## config.mk

```make
export PLATFORM = sky130hd
export DESIGN_NAME = llsc_monitor
export DESIGN_NICKNAME = d
export VERILOG_FILES = /design/src/rtl/llsc_monitor.sv
export SDC_FILE = /design/constraint.sdc
export NUM_CORES = 1
export LEC_CHECK = 0
export BUFFER_PORTS_ARGS = -buffer_cell sky130_fd_sc_hd__buf_4
export CAP_MARGIN = 40
export CORE_AREA = 2 2 127 129
export CTS_CLUSTER_DIAMETER = 50
export CTS_CLUSTER_SIZE = 30
export DETAILED_ROUTE_END_ITERATION = 7
export DIE_AREA = 0 0 129 131
export GPL_ROUTABILITY_DRIVEN = 0
export PLACE_DENSITY = 0.73
export SLEW_MARGIN = 20
export SYNTH_ARGS = -nofsm -noshare
export SYNTH_HDL_FRONTEND = slang
export SYNTH_SLANG_ARGS = --single-unit
```

## constraint.sdc

```tcl
create_clock -name clk -period 1.5 [get_ports clk]
set_input_delay 0.075 -clock clk [delete_from_list [all_inputs] [get_ports clk]]
set_output_delay 0.075 -clock clk [all_outputs]
set_load 0.1 [all_outputs]
```

## src/rtl/llsc_monitor.sv

```systemverilog
module llsc_monitor #(
  parameter int ADDR_W   = 32,
  parameter int DATA_W   = 64,
  parameter int BLK_LOG2 = 4
) (
  input  logic              clk,
  input  logic              rst_n,
  input  logic              ll_req,
  input  logic              ll_quad,
  input  logic [ADDR_W-1:0] ll_addr,
  input  logic              sc_req,
  input  logic              sc_quad,
  input  logic [ADDR_W-1:0] sc_addr,
  input  logic [DATA_W-1:0] sc_data,
  input  logic              snp_wr,
  input  logic [ADDR_W-1:0] snp_addr,
  output logic              mem_we,
  output logic [ADDR_W-1:0] mem_addr,
  output logic [DATA_W-1:0] mem_data,
  output logic              mem_quad,
  output logic              sc_done,
  output logic [DATA_W-1:0] sc_result
);

  localparam int TAG_W = ADDR_W - BLK_LOG2;

  logic             lock_q, rsv_quad_q, done_q, ok_q;
  logic [TAG_W-1:0] rsv_tag_q;
  logic [ADDR_W-1:0] waddr_q;
  logic [DATA_W-1:0] wdata_q;
  logic             wquad_q;

  wire [TAG_W-1:0] ll_tag  = ll_addr[ADDR_W-1:BLK_LOG2];
  wire [TAG_W-1:0] sc_tag  = sc_addr[ADDR_W-1:BLK_LOG2];
  wire [TAG_W-1:0] snp_tag = snp_addr[ADDR_W-1:BLK_LOG2];

  wire snp_hit_old = snp_wr && (snp_tag == rsv_tag_q);
  wire snp_hit_new = snp_wr && (snp_tag == ll_tag);
  wire sc_pass     = lock_q && !snp_hit_old && (sc_tag == rsv_tag_q) && (sc_quad == rsv_quad_q);

  always_ff @(posedge clk) begin
    if (!rst_n) begin
      lock_q     <= 1'b0;
      rsv_quad_q <= 1'b0;
      rsv_tag_q  <= '0;
    end else if (ll_req) begin
      lock_q     <= !snp_hit_new;
      rsv_quad_q <= ll_quad;
      rsv_tag_q  <= ll_tag;
    end else if (sc_req || snp_hit_old) begin
      lock_q     <= 1'b0;
    end
  end

  always_ff @(posedge clk) begin
    if (!rst_n) begin
      done_q  <= 1'b0;
      ok_q    <= 1'b0;
      waddr_q <= '0;
      wdata_q <= '0;
      wquad_q <= 1'b0;
    end else begin
      done_q <= sc_req;
      ok_q   <= sc_req && sc_pass;
      if (sc_req) begin
        waddr_q <= sc_addr;
        wdata_q <= sc_data;
        wquad_q <= sc_quad;
      end
    end
  end

  assign mem_we    = done_q && ok_q;
  assign mem_addr  = waddr_q;
  assign mem_data  = wdata_q;
  assign mem_quad  = wquad_q;
  assign sc_done   = done_q;
  assign sc_result = {{(DATA_W-1){1'b0}}, ok_q};

  a_r11_done_follows_req: assert property (@(posedge clk) disable iff (!rst_n)
    sc_req |=> sc_done);
  a_r11_no_spurious_done: assert property (@(posedge clk) disable iff (!rst_n)
    !sc_req |=> !sc_done);
  a_r11_we_only_on_pass: assert property (@(posedge clk) disable iff (!rst_n)
    mem_we |-> (sc_done && sc_result[0]));
  a_r3_no_lock_no_write: assert property (@(posedge clk) disable iff (!rst_n)
    (sc_req && !lock_q) |=> !mem_we);
  a_r4_sc_drops_lock: assert property (@(posedge clk) disable iff (!rst_n)
    (sc_req && !ll_req) |=> !lock_q);
  a_r9_snoop_kills_sc: assert property (@(posedge clk) disable iff (!rst_n)
    (sc_req && snp_wr && snp_addr[ADDR_W-1:BLK_LOG2] == rsv_tag_q) |=> !mem_we);
  a_r6_wrong_block_fails: assert property (@(posedge clk) disable iff (!rst_n)
    (sc_req && sc_addr[ADDR_W-1:BLK_LOG2] != rsv_tag_q) |=> !sc_result[0]);

endmodule

```

* Yosys cells after proc, flatten, opt, wreduce, memory -nomap -nowiden
Index checks and enable logic that the tools add are counted.
Word-level totals: register bits after elaboration 129, bits of input ports 167, output and inout bits 163, word-level logic and storage cells 25
Cells by class: equal/unequal tests 4, mux-type cells 2, reduce and logical (&&, ||, !) cells 11
Operators with widths (count):
- $eq 28x28->1 | 3
- $logic_and 1x1->1 | 7
- $logic_not 1->1 | 2
- $mux 1 | 2
- $reduce_bool 2->1 | 1
- $eq 1x1->1 | 1
- $logic_or 1x1->1 | 1

* Longest topological paths before layout
word-level depth 7, depth in mapped cells 5, mapped depth without buffers 5

* Worst setup path before layout
No wires, ideal clock.
path type reg-to-output, from register done_q, in the netlist sc_done, to output mem_we, arrival 1.792 ns, data required time 1.425 ns, path slack -0.367 ns, stages on the path, launching flop included 2, path buffers 0, cell sequence dfxtp_1 and2_1
Between the ends: word-level cells in the longest chain between the ends 1
Ends and longest elaborated chain:
- from (decl) | line 27 | logic lock_q, rsv_quad_q, done_q, ok_q;
- from (signal assigned) | line 63 | done_q <= sc_req;
- $logic_and 1x1->1 | line 73 | assign mem_we = done_q && ok_q;
- to (decl) | line 17 | output logic mem_we,
Every way passes these cells.

* Worst setup path in the final report
from register rsv_tag_q[20], to register lock_q
Between the ends: word-level cells in the longest chain between the ends 4
Ends and longest elaborated chain:
- from (decl) | line 28 | logic [TAG_W-1:0] rsv_tag_q;
- from (signal assigned) | line 49 | rsv_tag_q <= ll_tag;
- $eq 28x28->1 | line 37 | wire snp_hit_old = snp_wr && (snp_tag == rsv_tag_q);
- $logic_and 1x1->1 | line 37
- $logic_or 1x1->1 | line 50 | end else if (sc_req || snp_hit_old) begin
- $reduce_bool 2->1 (no source line)
- to (signal assigned) | line 47 | lock_q <= !snp_hit_new;
- to (decl) | line 27
Every way passes these cells. A chain may end at the register's enable or synchronous reset.

==> run metrics <==
peak supply drop=about 800 µV; synthesized flop and latch total=129; final hold violations=0; Max Cap Viol=0; Synth area leaders=dfxtp_1 (41%), mux2i_1 (20%), nor2b_1 (13%); HPWL Detailed=between 10 and 15 mm; Tmin final=1452 ps; worst skew pair latency=~410 ps; worst path cell trace=xnor2_1, nand4_1, nor4_2, nand4_1, a32o_1; most used cell, CP=nand4_1; worst hold path class=input port to flop; Max Slew Vio Count=0; post-synthesis instance area=6231 µm²; share of layout cells above drive strength 1=32.30%; Via Count=5348; die height=~130 µm; total CTS buffers=17; Async S/R FF share, synth=0%; top-count cell post-synth=dfxtp_1; Initial DRC Count=approximately 160; Most used DFF post-synth=dfxtp_1; final net count=1152; I/O Pins=330; IO Port Bufs=258; TritonCTS clock tree=yes; DR pass1 iterations=4; All-Layer GR Usage=22.58%; Synth top area share=41.45%; Max Fclk=0.6889 GHz; total congestion overflow=0; Clock transition at path regs=~60 ps; Leak=between 4 and 5 nW; WL final=between 15 and 20 mm; setup TNS=0 ps; critical path launch point type=flop; crit path DAT=around 1800 ps; vias in the first global route=5530; drt drc=0; area leader, netlist=dfxtp_1; clock tree buffer depth=2; multi-input logic area=3376 µm²; Fill cells=1200; core area=~16000 µm²; post-synthesis cell type count=23; Worst Path Required=1810 ps; clk sink count=129; number of flops mapped to enable cells by yosys=0; largest delay contributor family on the critical path=simple AND/OR/NAND/NOR gates; pin count of the biggest net entering global routing=74; Root Buffer=clkbuf_16; status=complete, no violations; endpoints failing setup=0; first-pass GRT wire length=approximately 29 mm; Synthesis Warnings=0; CP max stage delay=330 ps; clk_skew=3.096 ps; WP buf/inv=0; critical path class=flop to flop; sequential element share of the synthesized area=around two fifths; DIE AREA=16900 µm²; flip-flop and latch area=~2600 µm²; Worst Setup End Kind=flop; Post-Syn Instances=601; Syn Area/Cell=10.37 µm²; initial antenna violation count=1; H-tree levels=4; synthesis-to-layout area growth=63.57%; period utilization=96.77%; drt wl/cell=16.04 µm; Starting Density=roughly 40%; row cnt=46; top cells by instance count after synthesis=dfxtp_1 (129), mux2i_1 (126), nor2b_1 (126), buf_4 (64), xnor2_1 (43); post-route ant nets=0; Vias/cell=4.405; final hold slack=93.63 ps; CP max FO=3; die width=approximately 130 µm; slowest CP cell=dfxtp_1; Power Density=1139 nW/µm²; unrepaired setup endpoints after global routing=no
## sequential cells by signal, indices dropped and copies added, names as in the netlist
register    count
rsv_tag_q      28
mem_addr       32
ok_q            1
rsv_quad_q      1
lock_q          1
sc_done         1
mem_data       64
mem_quad        1
## logic make-up after synthesis
logic type | count (synthesis) | synth area share [%]
AO/OA/AOI/OAI | 5 | 0.4818
flip-flops | 129 | 41.45
multiplexers | 126 | 20.24
XOR/XNOR | 83 | 11.67
other | 1 | 0.06018
AND/OR/NAND/NOR | 162 | 16.25
buffers and inverters | 95 | 9.859
## layout by cell type (no fill, tap or decap), types with 9 or more instances in the layout
cell type / Yosys / routed
xor2_1: 40 / 39
dfxtp_1: 129 / 126
nand4_1: 13 / 13
mux2i_1: 126 / 126
clkbuf_16: 0 / 17
nor2b_1: 126 / 126
xnor2_2: 0 / 9
xnor2_1: 43 / 34
dlygate4sd3_1: 0 / 126
buf_4: 64 / 265
conb_1: 1 / 63
## path summary, 6_finish.rpt
path / from / to / slack (ps) / cells past startpoint
max: rsv_tag_q[20] / lock_q / 50 / 5
min: rst_n / mem_data[7] / 90 / 2
max reg2reg: rsv_tag_q[20] / lock_q / 50 / 5
min reg2reg: mem_addr[27] / mem_addr[27] / 520 / 2
## power breakdown
part,switching [mW],internal [mW]
logic,2.47,1.10
clock network,1.63,2.63
registers,0.140,3.63
total,4.24,7.37
## cell type report
type                            count  area share (%)
Antenna cell                        1         0.02455
Clock buffer                       17           4.174
Clock inverter                     14           1.768
Inverter                            2         0.07366
Multi-Input combinational cell    439           33.12
Sequential cell                   129           25.40
Tap cell                          216           2.652
Timing Repair Buffer              396           32.79
## per-stage QoR
step	total power [mW]	setup slack (ps)	std cells	utilization, %	area [µm²]
after CTS	11.68	2.668	1215	64.70	10090
after global routing	12.04	1.972	1214	65.35	10190
after detailed placement	7.100	36.96	1058	52.74	8225
after global placement	7.081	25.41	1058	52.74	8225
after floorplan	6.390	222.4	663	-	6466
final	11.61	48.43	1214	65.35	10190
## layer usage
layer | share of wire [%] | wire length [µm] | global-route usage (%) | vias to the layer above
li1 | - | - | - | 2634
met1 | 38 | 7409 | 24.63 | 2454
met2 | 53 | 10380 | 41.89 | 233
met3 | 6.8 | 1316 | 6.189 | 27
met4 | 1.9 | 370 | 8.376 | 0
met5 | 0 | 0 | 0 | -
## timing repair
item,in CTS,in global routing
resized for setup,0,19
hold buffers,126,0
setup buffers,0,1
endpoints found under the setup margin,0,2
hold endpoints to repair,126,0
(Power assumes the default switching activity.)
